## src/rtl/bad_pkg.sv

```systemverilog
package bad_pkg;
  typedef enum logic [1:0] {
    TGT_NONE = 2'd0,
    TGT_DRAM = 2'd1,
    TGT_ROM  = 2'd2
  } tgt_e;
endpackage

```

## src/rtl/bad_attr_regs.sv

```systemverilog
module bad_attr_regs #(
  parameter int NUM_SUB = 8,
  localparam int IDX_W = $clog2(NUM_SUB)
) (
  input  logic                   clk_i,
  input  logic                   rst_ni,
  input  logic                   cfg_we_i,
  input  logic [IDX_W-1:0]       cfg_idx_i,
  input  logic [1:0]             cfg_attr_i,
  output logic [NUM_SUB-1:0][1:0] attr_o
);
  for (genvar k = 0; k < NUM_SUB; k++) begin : g_sub
    always_ff @(posedge clk_i or negedge rst_ni) begin
      if (!rst_ni)                                   attr_o[k] <= 2'b00;
      else if (cfg_we_i && cfg_idx_i == IDX_W'(k))   attr_o[k] <= cfg_attr_i;
    end


    attr_load_chk: assert property (@(posedge clk_i) disable iff (!rst_ni)
      (cfg_we_i && cfg_idx_i == IDX_W'(k)) |=> attr_o[k] == $past(cfg_attr_i));

    attr_hold_chk: assert property (@(posedge clk_i) disable iff (!rst_ni)
      !(cfg_we_i && cfg_idx_i == IDX_W'(k)) |=> $stable(attr_o[k]));
  end
endmodule

```

## src/rtl/bad_window_match.sv

```systemverilog
module bad_window_match #(
  parameter int          ADDR_W      = 32,
  parameter int          ROM_AW      = 18,
  parameter int          ALIAS_AW    = 17,
  parameter int          SUB_AW      = 14,
  parameter logic [31:0] LEGACY_BASE = 32'h000E_0000,
  parameter logic [31:0] DRAM_TOP    = 32'h4000_0000,
  localparam int         IDX_W       = ALIAS_AW - SUB_AW
) (
  input  logic [ADDR_W-1:0] addr_i,
  output logic              hi_hit_o,
  output logic              lo_hit_o,
  output logic              dram_ok_o,
  output logic [IDX_W-1:0]  sub_idx_o,
  output logic [ROM_AW-1:0] hi_off_o,
  output logic [ROM_AW-1:0] lo_off_o
);
  localparam logic [ADDR_W-ALIAS_AW-1:0] LO_TAG =
    (ADDR_W-ALIAS_AW)'(LEGACY_BASE >> ALIAS_AW);
  // last 128 KB of the ROM starts at this offset
  localparam logic [ROM_AW-1:0] LO_BASE_OFF =
    ROM_AW'((64'd1 << ROM_AW) - (64'd1 << ALIAS_AW));

  assign hi_hit_o  = &addr_i[ADDR_W-1:ROM_AW];
  assign lo_hit_o  = addr_i[ADDR_W-1:ALIAS_AW] == LO_TAG;
  assign dram_ok_o = addr_i < ADDR_W'(DRAM_TOP);
  assign sub_idx_o = addr_i[ALIAS_AW-1:SUB_AW];
  assign hi_off_o  = addr_i[ROM_AW-1:0];
  assign lo_off_o  = LO_BASE_OFF + ROM_AW'(addr_i[ALIAS_AW-1:0]);
endmodule

```

## src/rtl/bios_alias_decoder.sv

```systemverilog
module bios_alias_decoder #(
  parameter int          ADDR_W       = 32,
  parameter int          ROM_AW       = 18,
  parameter int          ALIAS_AW     = 17,
  parameter int          SUB_AW       = 14,
  parameter logic [31:0] LEGACY_BASE  = 32'h000E_0000,
  parameter logic [31:0] DRAM_TOP     = 32'h4000_0000,
  parameter bit          RD_ONLY_CTRL = 1'b0,
  localparam int         IDX_W        = ALIAS_AW - SUB_AW,
  localparam int         NUM_SUB      = 1 << IDX_W
) (
  input  logic              clk_i,
  input  logic              rst_ni,
  input  logic              valid_i,
  input  logic [ADDR_W-1:0] addr_i,
  input  logic              wr_i,
  input  logic              cfg_we_i,
  input  logic [IDX_W-1:0]  cfg_idx_i,
  input  logic [1:0]        cfg_attr_i,
  output logic [1:0]        tgt_o,
  output logic [ROM_AW-1:0] rom_off_o,
  output logic              wr_drop_o
);
  import bad_pkg::*;

  logic [NUM_SUB-1:0][1:0] attr;
  logic                    hi_hit, lo_hit, dram_ok;
  logic [IDX_W-1:0]        sub_idx;
  logic [ROM_AW-1:0]       hi_off, lo_off;
  logic [1:0]              cur_attr;
  logic                    lo_to_dram;
  tgt_e                    tgt;

  bad_attr_regs #(.NUM_SUB(NUM_SUB)) u_attr (
    .clk_i      (clk_i),
    .rst_ni     (rst_ni),
    .cfg_we_i   (cfg_we_i),
    .cfg_idx_i  (cfg_idx_i),
    .cfg_attr_i (cfg_attr_i),
    .attr_o     (attr)
  );

  bad_window_match #(
    .ADDR_W(ADDR_W), .ROM_AW(ROM_AW), .ALIAS_AW(ALIAS_AW), .SUB_AW(SUB_AW),
    .LEGACY_BASE(LEGACY_BASE), .DRAM_TOP(DRAM_TOP)
  ) u_match (
    .addr_i    (addr_i),
    .hi_hit_o  (hi_hit),
    .lo_hit_o  (lo_hit),
    .dram_ok_o (dram_ok),
    .sub_idx_o (sub_idx),
    .hi_off_o  (hi_off),
    .lo_off_o  (lo_off)
  );

  assign cur_attr = attr[sub_idx];

  // read-only control variant forces writes to DRAM
  if (RD_ONLY_CTRL) begin : g_rd_only
    assign lo_to_dram = wr_i ? (cur_attr[1] | 1'b1) : cur_attr[0];
  end else begin : g_rd_wr
    assign lo_to_dram = wr_i ? cur_attr[1] : cur_attr[0];
  end

  always_comb begin
    tgt       = TGT_NONE;
    rom_off_o = '0;
    if (valid_i) begin
      if (hi_hit) begin
        tgt       = TGT_ROM;
        rom_off_o = hi_off;
      end else if (lo_hit && !lo_to_dram) begin
        tgt       = TGT_ROM;
        rom_off_o = lo_off;
      end else if (lo_hit || dram_ok) begin
        tgt       = TGT_DRAM;
      end
    end
  end

  assign tgt_o     = tgt;
  assign wr_drop_o = valid_i && wr_i && (tgt == TGT_ROM);


  hi_rom_chk: assert property (@(posedge clk_i) disable iff (!rst_ni)
    (valid_i && addr_i >= ADDR_W'(32'hFFFF_FFFF - ((32'd1 << ROM_AW) - 1)))
      |-> (tgt_o == 2'd2 && rom_off_o == addr_i[ROM_AW-1:0]));

  drop_chk: assert property (@(posedge clk_i) disable iff (!rst_ni)
    wr_drop_o |-> (valid_i && wr_i && tgt_o == 2'd2));

  none_chk: assert property (@(posedge clk_i) disable iff (!rst_ni)
    (valid_i && tgt_o == 2'd0) |-> (addr_i >= ADDR_W'(DRAM_TOP) && rom_off_o == '0));

  idle_chk: assert property (@(posedge clk_i) disable iff (!rst_ni)
    !valid_i |-> (tgt_o == 2'd0 && !wr_drop_o));

  rd_only_wr_chk: assert property (@(posedge clk_i) disable iff (!rst_ni)
    (RD_ONLY_CTRL && valid_i && wr_i && lo_hit) |-> tgt_o == 2'd1);
endmodule

```

## config.mk

```make
export PLATFORM = sky130hd
export DESIGN_NAME = bios_alias_decoder
export DESIGN_NICKNAME = d
export VERILOG_FILES = /design/src/rtl/bad_pkg.sv /design/src/rtl/bad_attr_regs.sv /design/src/rtl/bad_window_match.sv /design/src/rtl/bios_alias_decoder.sv
export SDC_FILE = /design/constraint.sdc
export NUM_CORES = 1
export LEC_CHECK = 0
export ABC_AREA = 0
export BUFFER_PORTS_ARGS = -buffer_cell sky130_fd_sc_hd__buf_4
export CORE_MARGIN = 1
export CORE_UTILIZATION = 40
export CTS_CLUSTER_SIZE = 10
export DETAILED_ROUTE_END_ITERATION = 16
export PLACE_DENSITY = 0.69
export SLEW_MARGIN = 25
export SYNTH_ARGS = -nofsm -noshare
export SYNTH_HDL_FRONTEND = slang
export SYNTH_HIERARCHICAL = 1
export SYNTH_SLANG_ARGS = --single-unit
```

## constraint.sdc

```tcl
create_clock -name clk_i -period 2.25 [get_ports clk_i]
set_clock_uncertainty 0.2 [all_clocks]
set_input_delay 0.225 -clock clk_i [delete_from_list [all_inputs] [get_ports clk_i]]
set_output_delay 0.225 -clock clk_i [all_outputs]
set_load 0.01 [all_outputs]
```

# Yosys cells after proc, flatten, opt, wreduce, memory -nomap -nowiden

Cells that the tools add are included.

Bitwise gates (word level): 0
Shift operators: 0
Multiplexer cells: 10
Order comparisons: 2
Reductions and logical operators: 15
Equal/unequal tests: 9
$add $sub $neg: 1
Multiply operators: 0
Div/mod/pow operators: 0

Operators by type and width:

| operator                 | count |
|---|---|
| $mux W18                 | 3 |
| $lt A32 B31 Y1 const B   | 1 |
| $add A18 B17 Y18 const A | 1 |
| $eq A15 B3 Y1 const B    | 1 |
| $reduce_and A14 Y1       | 1 |
| $eq A3 B3 Y1 const B     | 4 |
| $logic_and A1 B1 Y1      | 11 |
| $mux W2                  | 4 |
| $bmux W2 S3              | 1 |
| $eq A3 B2 Y1 const B     | 2 |
| $lt A3 B4 Y1 const B     | 1 |
| $eq A3 B1 Y1 const B     | 1 |
| $logic_not A3 Y1         | 1 |
| $eq A2 B2 Y1 const B     | 1 |
| $mux W1                  | 2 |
| $logic_not A1 Y1         | 1 |
| $logic_or A1 B1 Y1       | 1 |

Bits of input ports: 42
Memory bits (writable): 0
Memory bits (read-only): 0
Bits in latches: 0
Logic and storage cells: 45
Memories: 0
Flip-flop bits (word level): 16

# Logic depth before layout (Yosys ltp)

Depth in word-level cells: 10
Gate-level depth with buffers: 7
Depth with buffers taken out: 5

# Modules after synthesis

Netlist, hierarchy kept.

By module, submodules not included:

| module             | times used | area an instance (µm²) | cells an instance |
|---|---|---|---|
| bad_attr_regs      | 1          | 665.6                  | 40 |
| bios_alias_decoder | 1          | 410.4                  | 41 |
| bad_window_match   | 1          | 370.4                  | 51 |

# Worst setup path after synthesis

No wires, ideal clock.

Path kind: input to output
Start point: input port addr_i[14]
End point: output port rom_off_o[5]
Required time: 1.825 ns
Setup slack: 0.083 ns
Stages on the path: 7
Arrival time: 1.742 ns
Cell sequence: buf_4 -> mux4_1 -> a22o_1 -> and4b_1 -> buf_6 -> buf_12 -> a22o_1

Cells in the longest elaborated chain, start to end: 8

Ends and longest elaborated chain:

| what                          | RTL line                 | source |
|---|---|---|
| from (decl)                   | bios_alias_decoder.sv:15 | `input logic [ADDR_W-1:0] addr_i,` |
| $bmux W2 S3                   | bios_alias_decoder.sv:56 | `assign cur_attr = attr[sub_idx];` |
| $mux W2 (implied by the code) | bios_alias_decoder.sv:56 |  |
| $mux W1                       | bios_alias_decoder.sv:62 | `assign lo_to_dram = wr_i ? cur_attr[1] : cur_attr[0];` |
| $logic_not A1 Y1              | bios_alias_decoder.sv:72 | `end else if (lo_hit && !lo_to_dram) begin` |
| $logic_and A1 B1 Y1           | bios_alias_decoder.sv:72 |  |
| $mux W18                      | bios_alias_decoder.sv:72 |  |
| $mux W18                      | bios_alias_decoder.sv:69 | `if (hi_hit) begin` |
| $mux W18                      | bios_alias_decoder.sv:68 | `if (valid_i) begin` |
| to (decl)                     | bios_alias_decoder.sv:21 | `output logic [ROM_AW-1:0] rom_off_o,` |

Every way passes these cells. The select of a mux whose other input is x is not followed.

# Final worst setup path

Start point: register u_attr/attr_o[15] (netlist bit)
End point: output port rom_off_o[7]

Cells in the longest elaborated chain, start to end: 8

Ends and longest elaborated chain:

| what                              | RTL line                 | source |
|---|---|---|
| from (decl)                       | bad_attr_regs.sv:10      | `output logic [NUM_SUB-1:0][1:0] attr_o` |
| from (signal, indexed assignment) | bad_attr_regs.sv:15      | `else if (cfg_we_i && cfg_idx_i == IDX_W'(k)) attr_o[k] <= cfg_attr_i;` |
| $bmux W2 S3                       | bios_alias_decoder.sv:56 |  |
| $mux W2 (implied by the code)     | bios_alias_decoder.sv:56 |  |
| $mux W1                           | bios_alias_decoder.sv:62 |  |
| $logic_not A1 Y1                  | bios_alias_decoder.sv:72 |  |
| $logic_and A1 B1 Y1               | bios_alias_decoder.sv:72 |  |
| $mux W18                          | bios_alias_decoder.sv:72 |  |
| $mux W18                          | bios_alias_decoder.sv:69 |  |
| $mux W18                          | bios_alias_decoder.sv:68 |  |

Every way passes these cells. The select of a mux whose other input is x is not followed.

==> summary.md <==
| Metric | Value |
|---|---|
| Postcts setup bufs | `0` |
| Main synth FF type | `dfrtp_1` |
| Clk_lat worst skew | `around 280 ps` |
| CTS H-tree lvls | `1` |
| Critical Path AT | `2100 ps` |
| Largest register FFs | `16` |
| Placement Cell Area | `approximately 1700 sq um` |
| Period utilisation layout | `1.122` |
| Core Box Area | `around 3400 sq um` |
| Die area | `3860 sq um` |
| Largest net degree at the start of global routing | `20` |
| Critical Path Source | `u_attr/attr_o[15]$_DFFE_PN0P_` |
| ANT nets after route | `0` |
| Synth Cell Area | `around 1400 sq um` |
| RSZ-0062 raised after global routing | `yes` |
| Cells after synthesis | `between 100 and 150` |
| CTS clk-pin slew, worst paths | `90 ps` |
| Flop and latch count out of synthesis | `16` |
| Crit path max fanout | `18` |
| Clock root buffer | `clkbuf_4` |
| CTS tree | `yes` |
| DRT iter0 DRCs | `43` |
| Min Tclk post-route | `2525 ps` |
| Fillers | `303` |
| Worst Setup End Kind | `output pin` |
| Num CTS Buffers | `3` |
| RR Startpoint | `u_attr/attr_o[9]$_DFFE_PN0P_` |
| Syn nets | `roughly 170` |
| Syn-to-layout area delta | `21.28%` |
| Final core utilization | `0.5175` |
| Clock sinks | `16` |
| Regs by FF count | `u_attr/attr_o: 16 flops` |
| Reg with most FFs | `u_attr/attr_o` |
| Post-DP HPWL | `around 2300 um` |
| Avg WL per Cell | `13.80 um` |
| Finish-stage setup viols | `19` |
| Remaining DRCs | `0` |
| Layout net count | `204` |
| Die height | `62.13 um` |
| Layout cells sized above 1 | `0.6087` |
| 1st-pass router iterations | `4` |
| N_diodes | `0` |
| Routed vias | `1079` |
| Final instance area | `1754 sq um` |
| Post-synth ARST share | `1.000` |
| Worst Path Required | `approximately 1800 ps` |
| Vias in the first global route | `1085` |
| DR vias/cell | `5.213` |
| Grt ovf | `0` |
| Post-Route WL | `2856 um` |
| Worst hold margin | `about 12 ps` |
| Ports | `63` |
| First-pass GRT wire length | `4678 um` |
| Fmax | `0.3961 GHz` |
| Violated checks | `negative setup slack` |
| Final Max Slew Viols | `0` |
| Post-Place Cells | `202` |
| Bufs on Longest Clock Path | `2` |
| Non-Filler Instances | `207` |
| VDD IR max | `0.0003023 V` |
| Port bufs | `62` |
| Worst Hold Launch | `cfg_attr_i[0]` |
| Status | `complete, but fails checks` |
| HP Class | `input pin to flip-flop` |
| Leak | `between 0.8 and 0.9 nW` |
| Max-cap violation count | `0` |
| Power per Cell Area | `443.1 nW/um^2` |
| GRT Total Usage | `0.1450` |
| Yosys warns | `6` |
| Synthesized area per cell | `approximately 11 sq um` |
| Unique cell type count in the Yosys netlist | `32` |
| Seq/Total Area, Yosys | `0.2768` |
| Critical Path Start Type | `flip-flop` |
| Site Rows | `21` |
| Initial antenna violation count | `0` |
| Final worst slack | `-274.7 ps` |
| Initial Util | `0.4267` |
| Routability Congestion | `about 0.76` |
| Critical path class | `flip-flop to output pin` |
| Die width | `62.13 um` |
| Number of synthesized flops with an enable pin | `0` |
| Hold Violations, Final | `0` |
routing by layer:
metal	up-vias	wire length, um	GRT usage
li1	523	-	-
met1	514	1175	0.1657
met2	42	1462	0.2761
met3	0	218	0.03125
met4	0	0	0.02616
met5	-	0	0
Yosys cell counts, types with 2 or more instances:
library cell / n / share of area
a22o_2: 9 / 0.062
and4bb_1: 3 / 0.026
mux4_2: 2 / 0.031
mux2_1: 7 / 0.055
mux4_1: 2 / 0.036
dfrtp_1: 16 / 0.28
nor2b_1: 3 / 0.013
and2b_1: 2 / 0.010
a22o_1: 10 / 0.061
buf_4: 39 / 0.20
nor2_1: 2 / 0.0052
and2_1: 2 / 0.0086
mux2_2: 9 / 0.070
nand4b_1: 3 / 0.018
nand4_1: 4 / 0.017
nor4_1: 3 / 0.013
critical path: stages (launching register included):
cell and delay (ps):
dfrtp_1 390, mux4_2 480, a22o_1 230, and4b_1 290
buf_12 150, a22o_2 150, buf_4 120
area by class of cell:
cell class	instances	area, sq um	area share
Multi-Input combinational cell	73	719.4	0.4101
Tap cell	46	57.56	0.03281
Clock buffer	4	36.28	0.02068
Sequential cell	16	400.4	0.2282
Timing Repair Buffer	68	540.5	0.3081
stage by stage:
| step | power (mW) | setup WS (ps) | setup TNS [ps] |
|---|---|---|---|
| after detailed placement | 0.5956 | -7.936 | -7.936 |
| after global routing | 0.8216 | -343.7 | -6079 |
| after floorplan | 0.5316 | 82.79 | 0 |
| after CTS | 0.7798 | -275.5 | -4688 |
| after global placement | 0.5817 | 24.51 | 0 |
| final | 0.7772 | -274.7 | -4606 |
where the power goes:
group | leakage (nW) | switching (mW) | internal (mW)
Clock | 0.0210 | 0.0850 | 0.0985
Sequential | 0.192 | 0.0352 | 0.351
Combinational | 0.614 | 0.0717 | 0.136
Total | 0.827 | 0.192 | 0.585
placed cells by master, fill, tap and decap left out, types with 2 or more instances in the layout:
cell | synthesis | layout
a22o_1 | 10 | 10
mux2_2 | 9 | 9
nor2b_1 | 3 | 3
clkbuf_4 | 0 | 3
nand4b_1 | 3 | 3
nor2_1 | 2 | 2
a22o_2 | 9 | 8
buf_4 | 39 | 62
and4bb_1 | 3 | 3
buf_6 | 1 | 4
mux2_1 | 7 | 7
nor4_1 | 3 | 3
and2_1 | 2 | 2
dfrtp_1 | 16 | 16
nand4_1 | 4 | 4
mux4_2 | 2 | 4
worst paths after layout:
check	to	slack (ps)	depth (start not counted)
worst max register to register	u_attr/attr_o[9]$_DFFE_PN0P_	1250	1
max in group asynchronous	u_attr/attr_o[4]$_DFFE_PN0P_	1550	2
worst min register to register	u_attr/attr_o[5]$_DFFE_PN0P_	290	1
worst min-delay path	u_attr/attr_o[2]$_DFFE_PN0P_	10	2
worst max-delay path	rom_off_o[7]	-270	6
min in group asynchronous	u_attr/attr_o[0]$_DFFE_PN0P_	130	2
repair_timing:
item                       4_1_cts  5_1_grt
hold endpoints to repair        16        0
setup endpoints to repair       21       21
pin swaps                        1        1
resized for setup                5        4
hold buffers                     1        0
kinds of logic after synthesis:
kind of cell	share of synthesized area
buf+inv	0.2292
mux	0.1920
compound gates	0.1479
simple gates	0.1514
other cells	0.002593
flops	0.2768
(Power assumes the default switching activity.)
